### config.mk
export PLATFORM = sky130hd
export DESIGN_NAME = lce_line_cycle_latch
export DESIGN_NICKNAME = d
export VERILOG_FILES = /design/src/rtl/lce_pkg.sv /design/src/rtl/lce_win_counter.sv /design/src/rtl/lce_accum.sv /design/src/rtl/lce_snap_reg.sv /design/src/rtl/lce_line_cycle_latch.sv
export SDC_FILE = /design/constraint.sdc
export NUM_CORES = 1
export LEC_CHECK = 0
export BUFFER_PORTS_ARGS = -buffer_cell sky130_fd_sc_hd__buf_2
export CAP_MARGIN = 5
export CORE_ASPECT_RATIO = 1.1
export CORE_MARGIN = 1
export CORE_UTILIZATION = 50
export CTS_BUF_LIST = sky130_fd_sc_hd__clkbuf_4 sky130_fd_sc_hd__clkbuf_8 sky130_fd_sc_hd__clkbuf_16
export DETAILED_ROUTE_END_ITERATION = 8
export GPL_ROUTABILITY_DRIVEN = 0
export GPL_TIMING_DRIVEN = 0
export PLACE_DENSITY = 0.75
export SLEW_MARGIN = 30
export SYNTH_ARGS = -nofsm -noshare
export SYNTH_HDL_FRONTEND = slang
export SYNTH_SLANG_ARGS = --single-unit
### constraint.sdc
create_clock -name clk -period 4.55 [get_ports clk]
set_input_delay 0.455 -clock clk [delete_from_list [all_inputs] [get_ports clk]]
set_output_delay 0.455 -clock clk [all_outputs]
set_load 0.05 [all_outputs]
### src/rtl/lce_pkg.sv
package lce_pkg;
  localparam int unsigned ENERGY_W = 32;
  localparam int unsigned CNT_W    = 16;

  typedef logic signed [1:0] quantum_t;

  function automatic quantum_t net_quantum(input logic up, input logic dn);
    quantum_t q;
    unique case ({up, dn})
      2'b10:   q = 2'sd1;
      2'b01:   q = -2'sd1;
      default: q = 2'sd0;
    endcase
    return q;
  endfunction
endpackage

### src/rtl/lce_win_counter.sv
module lce_win_counter #(
  parameter int unsigned CNT_W = 16
) (
  input  logic             clk,
  input  logic             rst_n,
  input  logic             lc_en,
  input  logic [CNT_W-1:0] half_cyc,
  input  logic             zc,
  output logic             xfer
);
  localparam int unsigned CMP_W = CNT_W + 1;

  logic [CNT_W-1:0] seen_q, seen_d;
  logic             seen_en;
  logic             count_live;
  logic [CMP_W-1:0] seen_inc;

  assign count_live = lc_en && (half_cyc != '0);
  assign seen_inc   = {1'b0, seen_q} + CMP_W'(1);
  assign xfer       = count_live && zc && (seen_inc >= {1'b0, half_cyc});

  always_comb begin
    seen_en = 1'b0;
    seen_d  = seen_q;
    if (!count_live) begin
      seen_en = (seen_q != '0);
      seen_d  = '0;
    end else if (zc) begin
      seen_en = 1'b1;
      seen_d  = xfer ? '0 : seen_inc[CNT_W-1:0];
    end
  end

  always_ff @(posedge clk or negedge rst_n) begin
    if (!rst_n) begin
      seen_q <= '0;
    end else if (seen_en) begin
      seen_q <= seen_d;
    end
  end
endmodule

### src/rtl/lce_accum.sv
module lce_accum
  import lce_pkg::*;
#(
  parameter int unsigned ENERGY_W = 32
) (
  input  logic                clk,
  input  logic                rst_n,
  input  logic                lc_en,
  input  logic                xfer,
  input  quantum_t            delta,
  output logic [ENERGY_W-1:0] acc
);
  logic [ENERGY_W-1:0] acc_q, acc_d;
  logic [ENERGY_W-1:0] delta_ext;
  logic                acc_en;

  assign delta_ext = ENERGY_W'(signed'(delta));

  always_comb begin
    acc_en = 1'b1;
    acc_d  = acc_q;
    if (!lc_en) begin
      acc_en = (acc_q != '0);
      acc_d  = '0;
    end else if (xfer) begin
      acc_d  = delta_ext;
    end else begin
      acc_en = (delta != 2'sd0);
      acc_d  = acc_q + delta_ext;
    end
  end

  always_ff @(posedge clk or negedge rst_n) begin
    if (!rst_n) begin
      acc_q <= '0;
    end else if (acc_en) begin
      acc_q <= acc_d;
    end
  end

  assign acc = acc_q;
endmodule

### src/rtl/lce_snap_reg.sv
module lce_snap_reg
  import lce_pkg::*;
#(
  parameter int unsigned ENERGY_W = 32
) (
  input  logic                clk,
  input  logic                rst_n,
  input  logic                lc_en,
  input  logic                xfer,
  input  logic                rd_rst,
  input  logic                clr_done,
  input  quantum_t            delta,
  input  logic [ENERGY_W-1:0] acc,
  output logic [ENERGY_W-1:0] energy,
  output logic                done
);
  logic [ENERGY_W-1:0] vis_q, vis_d, delta_ext;
  logic                vis_en;
  logic                done_q, done_d;

  assign delta_ext = ENERGY_W'(signed'(delta));

  always_comb begin
    vis_en = 1'b0;
    vis_d  = vis_q;
    if (lc_en) begin
      vis_en = xfer;
      vis_d  = acc;
    end else if (rd_rst) begin
      vis_en = 1'b1;
      vis_d  = delta_ext;
    end else begin
      vis_en = (delta != 2'sd0);
      vis_d  = vis_q + delta_ext;
    end
  end

  always_comb begin
    done_d = xfer | (done_q & ~clr_done);
  end

  always_ff @(posedge clk or negedge rst_n) begin
    if (!rst_n) begin
      vis_q <= '0;
    end else if (vis_en) begin
      vis_q <= vis_d;
    end
  end

  always_ff @(posedge clk or negedge rst_n) begin
    if (!rst_n) begin
      done_q <= 1'b0;
    end else begin
      done_q <= done_d;
    end
  end

  assign energy = vis_q;
  assign done   = done_q;
endmodule

### src/rtl/lce_line_cycle_latch.sv
module lce_line_cycle_latch
  import lce_pkg::*;
#(
  parameter int unsigned ENERGY_W = lce_pkg::ENERGY_W,
  parameter int unsigned CNT_W    = lce_pkg::CNT_W
) (
  input  logic                clk,
  input  logic                rst_n,
  input  logic                lc_en_i,
  input  logic [CNT_W-1:0]    half_cyc_i,
  input  logic                zc_i,
  input  logic                q_up_i,
  input  logic                q_dn_i,
  input  logic                rd_rst_i,
  input  logic                clr_done_i,
  output logic [ENERGY_W-1:0] energy_o,
  output logic                win_done_o
);
  quantum_t            delta;
  logic                xfer;
  logic [ENERGY_W-1:0] acc;

  assign delta = net_quantum(q_up_i, q_dn_i);

  lce_win_counter #(.CNT_W(CNT_W)) u_cnt (
    .clk      (clk),
    .rst_n    (rst_n),
    .lc_en    (lc_en_i),
    .half_cyc (half_cyc_i),
    .zc       (zc_i),
    .xfer     (xfer)
  );

  lce_accum #(.ENERGY_W(ENERGY_W)) u_acc (
    .clk   (clk),
    .rst_n (rst_n),
    .lc_en (lc_en_i),
    .xfer  (xfer),
    .delta (delta),
    .acc   (acc)
  );

  lce_snap_reg #(.ENERGY_W(ENERGY_W)) u_snap (
    .clk      (clk),
    .rst_n    (rst_n),
    .lc_en    (lc_en_i),
    .xfer     (xfer),
    .rd_rst   (rd_rst_i),
    .clr_done (clr_done_i),
    .delta    (delta),
    .acc      (acc),
    .energy   (energy_o),
    .done     (win_done_o)
  );
endmodule

---- Word-level counts from Yosys, hierarchy flattened ----
Index checks and enable logic that the tools add are counted.
word-level totals
  bits in registers ....................... 81
  input bits .............................. 24
  output and inout bits ................... 33
  logic and storage cells ................. 36
cells by class
  add/sub/neg operators ................... 3
  $lt $le $gt $ge ......................... 1
  equal/unequal tests ..................... 3
  multiplexer cells ....................... 14
  bitwise gates (word level) .............. 3
  reduce and logical (&&, ||, !) cells .... 8
operator list
  cell                     number
  $mux W32                 4
  $add A32 B32 Y32         2
  $mux W16                 3
  $reduce_bool A16 Y1      2
  $reduce_bool A32 Y1      1
  $add A16 B1 Y17 const B  1
  $ge A17 B16 Y1           1
  $mux W1                  6
  $pmux W2 S2              1
  $logic_and A1 B1 Y1      3
  $eq A2 B1 Y1 const B     1
  $eq A2 B2 Y1 const B     1
  $ne A2 B2 Y1 const B     1
  $reduce_and A2 Y1        1
  $reduce_bool A2 Y1       1
  $and A1 B1 Y1            1
  $not A1 Y1               1
  $or A1 B1 Y1             1

---- Depth between registers and ports, before layout ----
Gate-level depths: netlist of the first run.
  depth in word-level cells ............... 7
  mapped depth ............................ 18
  depth with buffers taken out ............ 16

---- Hierarchy ----
Synthesis of the first run repeated with hierarchy kept, for this count alone.
second synthesis, totals
  cell total of the unflattened synthesis .. 1012
  area total of the unflattened synthesis .. 8104.0 um^2
modules (own cells, without submodules)
  module                instances  cells each  area each (um^2)  sequential area each (um^2)
  lce_snap_reg          1          457         3449.6            825.8
  lce_accum             1          389         3184.3            800.8
  lce_win_counter       1          163         1450.1            400.4
  lce_line_cycle_latch  1          3           20.0              0.0

---- Worst setup path after synthesis of the first run ----
No wires, ideal clock.
  path kind ............................... input to register
  start point ............................. in q_up_i
  end point ............................... reg u_acc.acc_q[31], in the netlist u_acc.acc[31]
  setup time .............................. 0.121 ns
  arrival time ............................ 4.432 ns
  required time ........................... 4.429 ns
  slack ................................... -0.003 ns
  cell stages on the path ................. 13
  buffers on the path ..................... 0
  path through ............................ inv_1 > ha_1 > ha_1 > and3_1 > a221o_1 > a21oi_2 > a21oi_2 > a221o_1 > o41a_1 > a31o_1 > mux2i_1 > nand3_1 > a22o_1
on the way
  longest elaborated chain between the ends .. 5
  elaborated cells on any way between the ends .. 9
  those cells by class .................... 1 x add/sub; 2 x eq/ne; 5 x mux; 1 x reduce/logical
RTL lines
  element                                                        RTL line                          RTL
  start: declaration                                             lce_line_cycle_latch.sv:12        input logic q_up_i,
  $eq A2 B1 Y1 / $eq A2 B2 Y1 (equally long branches)            lce_pkg.sv:9                      unique case ({up, dn})
  $pmux W2 S2 *                                                  lce_pkg.sv:9
  $add A32 B32 Y32 / $reduce_bool A2 Y1 (equally long branches)  lce_accum.sv:29, lce_accum.sv:28
  $mux W32 / $mux W1 (equally long branches)                     lce_accum.sv:25                   end else if (xfer) begin
  $mux W32 / $mux W1 (equally long branches)                     lce_accum.sv:22                   if (!lc_en) begin
  end signal: assignment                                         lce_accum.sv:35                   acc_q <= '0;
  end signal: assignment                                         lce_accum.sv:37                   acc_q <= acc_d;
  end: declaration                                               lce_accum.sv:13                   logic [ENERGY_W-1:0] acc_q, acc_d;
Every way passes the cells marked *; elsewhere a longest branch is shown, timed or not.
A chain may end at the register's enable or synchronous reset.

---- Worst setup path after layout of the first run ----
  start point ............................. reg u_cnt.seen_q[0]
  end point ............................... reg u_acc.acc_q[23], in the netlist u_acc.acc[23]
on the way
  longest elaborated chain between the ends .. 5
  elaborated cells on any way between the ends .. 7
  those cells by class .................... 1 x add/sub; 1 x order compare; 4 x mux; 1 x reduce/logical
RTL lines
  element                                     RTL line               RTL
  start: declaration                          lce_win_counter.sv:13  logic [CNT_W-1:0] seen_q, seen_d;
  start signal: assignment                    lce_win_counter.sv:38  seen_q <= seen_d;
  $add A16 B1 Y17 *                           lce_win_counter.sv:19  assign seen_inc = {1'b0, seen_q} + CMP_W'(1);
  $ge A17 B16 Y1 *                            lce_win_counter.sv:20  assign xfer = count_live && zc && (seen_inc >= {1'b0, half_cyc});
  $logic_and A1 B1 Y1 *                       lce_win_counter.sv:20
  $mux W32 / $mux W1 (equally long branches)  lce_accum.sv:25
  $mux W32 / $mux W1 (equally long branches)  lce_accum.sv:22
Marked as above.

==> results.py, run 1 <==
metrics = {
    "yosys": {
        "yosys_warnings": 0,
        "synthTopCellsByArea": "dfrtp_1 (27%), ha_1 (14%), o21ai_0 (9.3%)",
        "syn_nets": 1051,
        "ys_dominant_reg_cell": "dfrtp_1",
        "syn_inst": 944,
        "synth_top_area_share_pct": 27.0,
        "synth_area_mm2": 0.00751,
        "ys_seq_area_share_pct": 27.0,
        "synthArstFlopShare_pct": 100,
        "avgSynthCellArea_um2": 7.95,
        "synthDistinctLibCells": 61,
        "synthTopCellsByCount": "o21ai_0 (140), nand2_1 (101), dfrtp_1 (81), ha_1 (81), a21oi_1 (65)",
        "synth-seq-cells": 81,
        "yosysTopAreaCell": "dfrtp_1",
        "post-synth-top-count-cell": "o21ai_0",
        "synth_edf_count": 0,
    },
    "placement": {
        "placedCellCount": 1191,
        "post-dp-hpwl_mm": 15.4,
        "dp_slack_ns": -0.0115,
        "port_buffers": 54,
    },
    "floorplanning": {
        "die_width_um": 119,
        "fp-row-count": 46,
        "core_mm2": 0.0146,
        "die_area_mm2": 0.0155,
        "die_h_um": 131,
        "io_pins": 57,
        "start_util_pct": 51.5,
    },
    "sta": {
        "setup_violations": 0,
        "setup_ws_ns": 0.368,
        "worst-slew-pin-transition_ns": 0.923,
        "slew_violations": 0,
        "hold_viol": 0,
        "slew_headroom_pct": 38.5,
        "period_needed_ns": 4.18,
        "rsz0062_at_grt": "false",
        "fin_crit_sh_pct": 91.9,
        "fin_skew_ns": 0.00529,
        "clock.fmax_mhz": 239,
    },
    "layout": {
        "multi_input_area_mm2": 0.00518,
        "nets": 1117,
        "register_area_mm2": 0.00203,
        "num_antenna_cells": 0,
        "num-fill-cells": 1331,
        "area.growth.synth_to_final_pct": 11.9,
        "drive_above_1_share_pct": 8.67,
        "fin_cells": 1207,
    },
    "detailed_routing": {
        "vias": 7405,
        "drt-vias-per-instance": 6.14,
        "drtIter0Drc": 610,
        "ant_nets": 0,
        "route.detailed.drc": 0,
        "drt_wl_total_mm": 20.8,
        "first_pass_iters": 5,
        "wl_per_cell_um": 17.2,
    },
    "setup_path": {
        "endpoint_kind": "flop",
        "crit_fanout": 10,
        "slowest_delay_ns": 0.46,
        "rrSetupSlack_ns": 0.37,
        "critPathSlowestCell": "dfrtp_1",
        "rr_endpoint": "u_acc.acc[23]",
        "reg2regPathDepth": 16,
        "crit_buf_inv": 2,
        "worst_ep_required_time_ns": 4.82,
        "start_kind": "flop",
        "cp.arrival_ns": 4.45,
        "r2r-start": "u_cnt.seen_q[0]",
        "worstPathCellList": "ha_1, nand3_1, nor2_1, xor2_1, ha_1, a21o_1, a21o_1, a21oi_1, o211a_1, o21bai_1, and2_1, buf_2, a21oi_4, nand3_1, clkbuf_2, o21ai_0",
        "path_delay_family": "compound AO/OA/AOI/OAI gates",
        "path_class": "flop to flop",
    },
    "clock_network": {
        "clock_sinks": 81,
        "clk-insertion-delay-late_ns": 0.35,
        "tritoncts": "built",
        "htree_levels": 3,
        "cts_buffers": 9,
        "path_clk_slew_ns": 0.06,
        "ctsLongestPathBuffers": 2,
        "root_buffer": "clkbuf_16",
    },
    "job": {
        "max_cap_viol_count": 0,
    },
    "pwr": {
        "switchingPower_w": 0.00149,
        "clockPowerShare_pct": 22.8,
        "ir_worst_vdd_mv": 0.216,
        "netSwitchingFraction_pct": 44.2,
        "powerDensity_mw_per_mm2": 400,
        "power_leakage_nw": 4.11,
        "seqPwrFrac_pct": 31.1,
        "p_int_w": 0.00187,
        "p_comb_share_pct": 46.1,
    },
    "global_routing": {
        "grt_pass1_vias": 6839,
        "grt_antenna_before_repair": 0,
        "overflow": 0,
        "grt_first_pass_wirelength_mm": 33.8,
        "grtUsageTotal_pct": 27.4,
        "grt_max_degree": 63,
    },
    "status": {
        "status": "completed",
    },
    "worst_hold_path": {
        "hp-class": "primary input to async pin",
    },
}
-- repair_timing --
action	in CTS	in global routing
gates cloned	0	0
setup buffers	0	1
pin swaps	0	1
hold buffers	0	0
endpoints found under the setup margin	10	50
resized for setup	1	10
-- cell usage in the layout, fill, tap and decap left out, types with 9 or more instances in the layout --
cell and instances:
o21ai_0 140, nand2_1 101, dfrtp_1 81, ha_1 80, nor2_1 64, a21oi_1 64
buf_2 54, inv_1 47, a21o_1 43, xnor2_1 35, clkbuf_1 31, xor2_1 28
nor3_1 20, nor4_1 18, nand3_1 17, nand4_1 14, a32o_1 13, nor2b_1 12
a211oi_1 9, nand2b_1 9, a31oi_1 9, clkbuf_16 9
-- kinds of logic after synthesis --
kind of cell             after synthesis  share of synthesized area, %
adder cells (fa/ha/maj)               83                          14.0
multiplexers                           6                         0.800
XOR/XNOR                              63                          7.35
AO/OA/AOI/OAI                        347                          29.2
buffers and inverters                 86                          4.32
AND/OR/NAND/NOR                      278                          17.3
flip-flops                            81                          27.0
-- worst reg2reg max path, cell delays in order, from the launching register on --
cell and delay, ns:
dfrtp_1 0.46, ha_1 0.34, nand3_1 0.23, nor2_1 0.21, xor2_1 0.25, ha_1 0.29
a21o_1 0.19, a21o_1 0.17, a21oi_1 0.21, o211a_1 0.24, o21bai_1 0.15, and2_1 0.18
buf_2 0.18, a21oi_4 0.28, nand3_1 0.22, clkbuf_2 0.29, o21ai_0 0.21
-- state kept, by name (all words and copies together), names as in the netlist --
| signal | flops |
|---|---|
| u_snap.done | 1 |
| u_cnt.seen_q | 16 |
| u_acc.acc | 32 |
| u_snap.energy | 32 |
-- worst max path at each step --
stage               startpoint  cells after the start  slack, ns                 to
6_report       u_cnt.seen_q[0]                     16       0.37      u_acc.acc[23]
5_1_grt        u_cnt.seen_q[0]                     16       0.03      u_acc.acc[20]
4_1_cts        u_cnt.seen_q[2]                     17       0.18      u_acc.acc[23]
3_5_place_dp            q_up_i                     16      -0.01  u_snap.energy[30]
3_3_place_gp            q_up_i                     16      -0.41  u_snap.energy[30]
2_1_floorplan           q_up_i                     13       0.58      u_acc.acc[31]
-- power by group through the flow --
stage	Combinational, W	Sequential (W)	Clock, W
global placement	0.00149	0.00105	0
detailed placement	0.00153	0.00105	0
finish	0.00155	0.00105	0.000765
floorplan	0.000974	0.00122	0
global route	0.00172	0.00106	0.000795
CTS	0.00153	0.00104	0.000770
-- metrics by stage --
step,total power [W],TNS [ns],util [%],hold WS (ns),instance area [um^2]
4_1_cts,0.00334,0,57.5,0.0224,8370
2_1_floorplan,0.00219,0,-,0.159,7510
3_3_place_gp,0.00254,-1.84,55.1,0.478,8020
6_report,0.00336,0,57.7,0.00176,8400
5_1_grt,0.00358,0,57.7,0.0478,8400
3_5_place_dp,0.00258,-0.0115,55.4,0.391,8060
-- per-layer routing --
| layer | global-route usage (%) | up-vias | part of all wire, % |
|---|---|---|---|
| met3 | 2.95 | 39 | 5.4 |
| met1 | 35.4 | 3523 | 45 |
| met2 | 47.1 | 236 | 47 |
| li1 | - | 3607 | - |
| met4 | 11.3 | 0 | 2.5 |
| met5 | 0 | - | 0 |
-- cell type report --
type / count / share of cell area (%)
Timing Repair Buffer: 56 / 3.86
Tap cell: 192 / 2.86
Sequential cell: 81 / 24.1
Clock buffer: 11 / 2.94
Multi-Input combinational cell: 777 / 61.7
Clock inverter: 5 / 0.641
Inverter: 47 / 2.10
Buffer: 38 / 1.79
Note: power is estimated with default switching activity, not from simulation.
==> inputs of run 2 (changes only) <==
--- a/config.mk
+++ b/config.mk
@@ -9,12 +9,12 @@
 export CAP_MARGIN = 5
 export CORE_ASPECT_RATIO = 1.1
 export CORE_MARGIN = 1
-export CORE_UTILIZATION = 50
+export CORE_UTILIZATION = 40
 export CTS_BUF_LIST = sky130_fd_sc_hd__clkbuf_4 sky130_fd_sc_hd__clkbuf_8 sky130_fd_sc_hd__clkbuf_16
 export DETAILED_ROUTE_END_ITERATION = 8
 export GPL_ROUTABILITY_DRIVEN = 0
 export GPL_TIMING_DRIVEN = 0
-export PLACE_DENSITY = 0.75
+export PLACE_DENSITY = 0.64
 export SLEW_MARGIN = 30
 export SYNTH_ARGS = -nofsm -noshare
 export SYNTH_HDL_FRONTEND = slang
==> run 2 against run 1 <==
Die area is 25% higher. Critical path type is now primary input to flop. Flip-flop and latch count unchanged. Clock power grew 7.7%. Clock skew rose by 0.0022 ns. Global-route usage decreased by 4.9 points. Highest routed layer unchanged. Combinational power is essentially flat. Worst hold slack improved by 0.0040 ns. Via count shrank 1.9%.
==> results.py, run 2 (synthesis results as in run 1) <==
metrics = {
    "status": {
        "status": "completed",
    },
    "pwr": {
        "p_int_w": 0.00192,
        "clockPowerShare_pct": 24.1,
        "ir_worst_vdd_mv": 0.198,
        "powerDensity_mw_per_mm2": 401,
        "switchingPower_w": 0.00150,
        "power_leakage_nw": 4.13,
        "p_comb_share_pct": 45.4,
        "netSwitchingFraction_pct": 43.9,
        "seqPwrFrac_pct": 30.5,
    },
    "sta": {
        "hold_viol": 0,
        "slew_violations": 0,
        "clock.fmax_mhz": 239,
        "setup_ws_ns": 0.367,
        "worst-slew-pin-transition_ns": 0.953,
        "rsz0062_at_grt": "false",
        "fin_crit_sh_pct": 91.9,
        "period_needed_ns": 4.18,
        "slew_headroom_pct": 36.1,
        "timing.setup.tns_ns": 0,
        "setup_violations": 0,
        "fin_skew_ns": 0.00754,
    },
    "setup_path": {
        "reg2regPathDepth": 16,
        "cp.arrival_ns": 4.46,
        "cp_common_cell": "o21ai_0",
        "endpoint_kind": "flop",
        "worst_ep_required_time_ns": 4.82,
        "rrSetupSlack_ns": 0.41,
        "rr_endpoint": "u_acc.acc[15]",
        "r2r-start": "u_cnt.seen_q[0]",
        "crit_fanout": 32,
        "crit_buf_inv": 4,
        "worstPathCellList": "buf_2, inv_1, ha_4, clkbuf_1, inv_1, fa_1, nor2b_1, o21ai_0, a21oi_1, o21ai_0, o21ai_0, a211oi_1, o21ai_0, nand4_1, o41a_1, o211ai_1",
        "path_class": "primary input to flop",
        "path_delay_family": "compound AO/OA/AOI/OAI gates",
        "slowest_delay_ns": 0.55,
        "start_kind": "primary input",
        "critPathSlowestCell": "o21ai_0",
    },
    "floorplanning": {
        "io_pins": 57,
        "die_area_mm2": 0.0193,
        "die_h_um": 146,
        "fp-row-count": 52,
        "start_util_pct": 40.8,
        "die_width_um": 133,
        "core_mm2": 0.0184,
    },
    "job": {
        "max_cap_viol_count": 0,
    },
    "clock_network": {
        "cts.hold.buffers_added": 0,
        "htree_levels": 3,
        "tritoncts": "built",
        "clock_sinks": 81,
        "clk-insertion-delay-late_ns": 0.36,
        "ctsLongestPathBuffers": 2,
        "root_buffer": "clkbuf_16",
        "cts_buffers": 9,
        "path_clk_slew_ns": 0.07,
    },
    "layout": {
        "num-fill-cells": 1824,
        "mostFrequentLayoutCell": "o21ai_0",
        "fin_cells": 1261,
        "most-common-layout-cells": "o21ai_0 (140), nand2_1 (101), dfrtp_1 (81)",
        "final_util_pct": 46.2,
        "num_antenna_cells": 0,
        "drive_above_1_share_pct": 9.33,
        "area.growth.synth_to_final_pct": 13.4,
        "nets": 1120,
    },
    "global_routing": {
        "grtUsageTotal_pct": 22.5,
        "grt_max_degree": 63,
        "grt_pass1_vias": 6835,
        "overflow": 0,
        "grt_first_pass_wirelength_mm": 34.9,
        "grt_antenna_before_repair": 0,
    },
    "detailed_routing": {
        "first_pass_iters": 5,
        "ant_nets": 0,
        "drt_wl_total_mm": 21.6,
        "route.detailed.drc": 0,
        "drtIter0Drc": 433,
        "drt-vias-per-instance": 5.76,
        "wl_per_cell_um": 17.1,
        "vias": 7267,
    },
    "placement": {
        "placedCellCount": 1242,
        "port_buffers": 54,
        "post-dp-hpwl_mm": 16.1,
        "dp_slack_ns": -0.172,
    },
    "worst_hold_path": {
        "hp-class": "primary input to async pin",
    },
}
## run 2: cell types whose count changed in the layout (fill, tap and decap cells not counted), sizes merged
cell and delta:
buf +2, bufinv +1, clkinv -1, clkinvlp +2, inv -1
## run 2: worst max path at each step
stage                               start                end  slack (ns)  cells past startpoint
after floorplan                    q_up_i      u_acc.acc[31]        0.58                     13
after global placement             q_up_i  u_snap.energy[30]       -0.56                     16
after detailed placement           q_up_i  u_snap.energy[30]       -0.17                     16
after CTS                 u_cnt.seen_q[2]      u_acc.acc[15]        0.06                     16
after global routing               q_up_i  u_snap.energy[30]        0.04                     16
final                              q_up_i  u_snap.energy[30]        0.37                     16
## run 2: area by class of cell
cell class	count	area, um^2	area share, %
plain buffers	38	154	1.81
clock inverters	6	92.6	1.09
clock buffers	10	233	2.73
inverters	47	176	2.07
multi-input cells	777	5180	60.9
repair buffers	59	347	4.07
flip-flops and latches	81	2030	23.8
well taps	243	304	3.57
## run 2: stage by stage
stage	hold slack [ns]	instance area (um^2)	power, W
final	0.00574	8510	0.00342
after global routing	0.0371	8510	0.00363
after CTS	0.0126	8460	0.00340
after detailed placement	0.393	8130	0.00258
after global placement	0.497	8080	0.00256
after floorplan	0.159	7510	0.00219
## run 2: layer usage
| layer | share of wire, % | track usage, % | up-vias |
|---|---|---|---|
| li1 | - | - | 3624 |
| met1 | 47 | 30.1 | 3447 |
| met2 | 47 | 36.8 | 156 |
| met3 | 3.2 | 2.40 | 40 |
| met4 | 2.8 | 9.66 | 0 |
| met5 | 0 | 0 | - |
## run 2: power by group through the flow
stage / Sequential (W) / Clock (W) / Combinational [W]
after global routing: 0.00106 / 0.000851 / 0.00172
after detailed placement: 0.00105 / 0 / 0.00153
after floorplan: 0.00122 / 0 / 0.000974
after CTS: 0.00104 / 0.000828 / 0.00154
final: 0.00104 / 0.000824 / 0.00155
after global placement: 0.00105 / 0 / 0.00151
## run 2: repair_timing
item	CTS	global route
endpoints found under the setup margin	20	52
buffers inserted	0	4
pin swaps	0	1
resized for setup	1	16
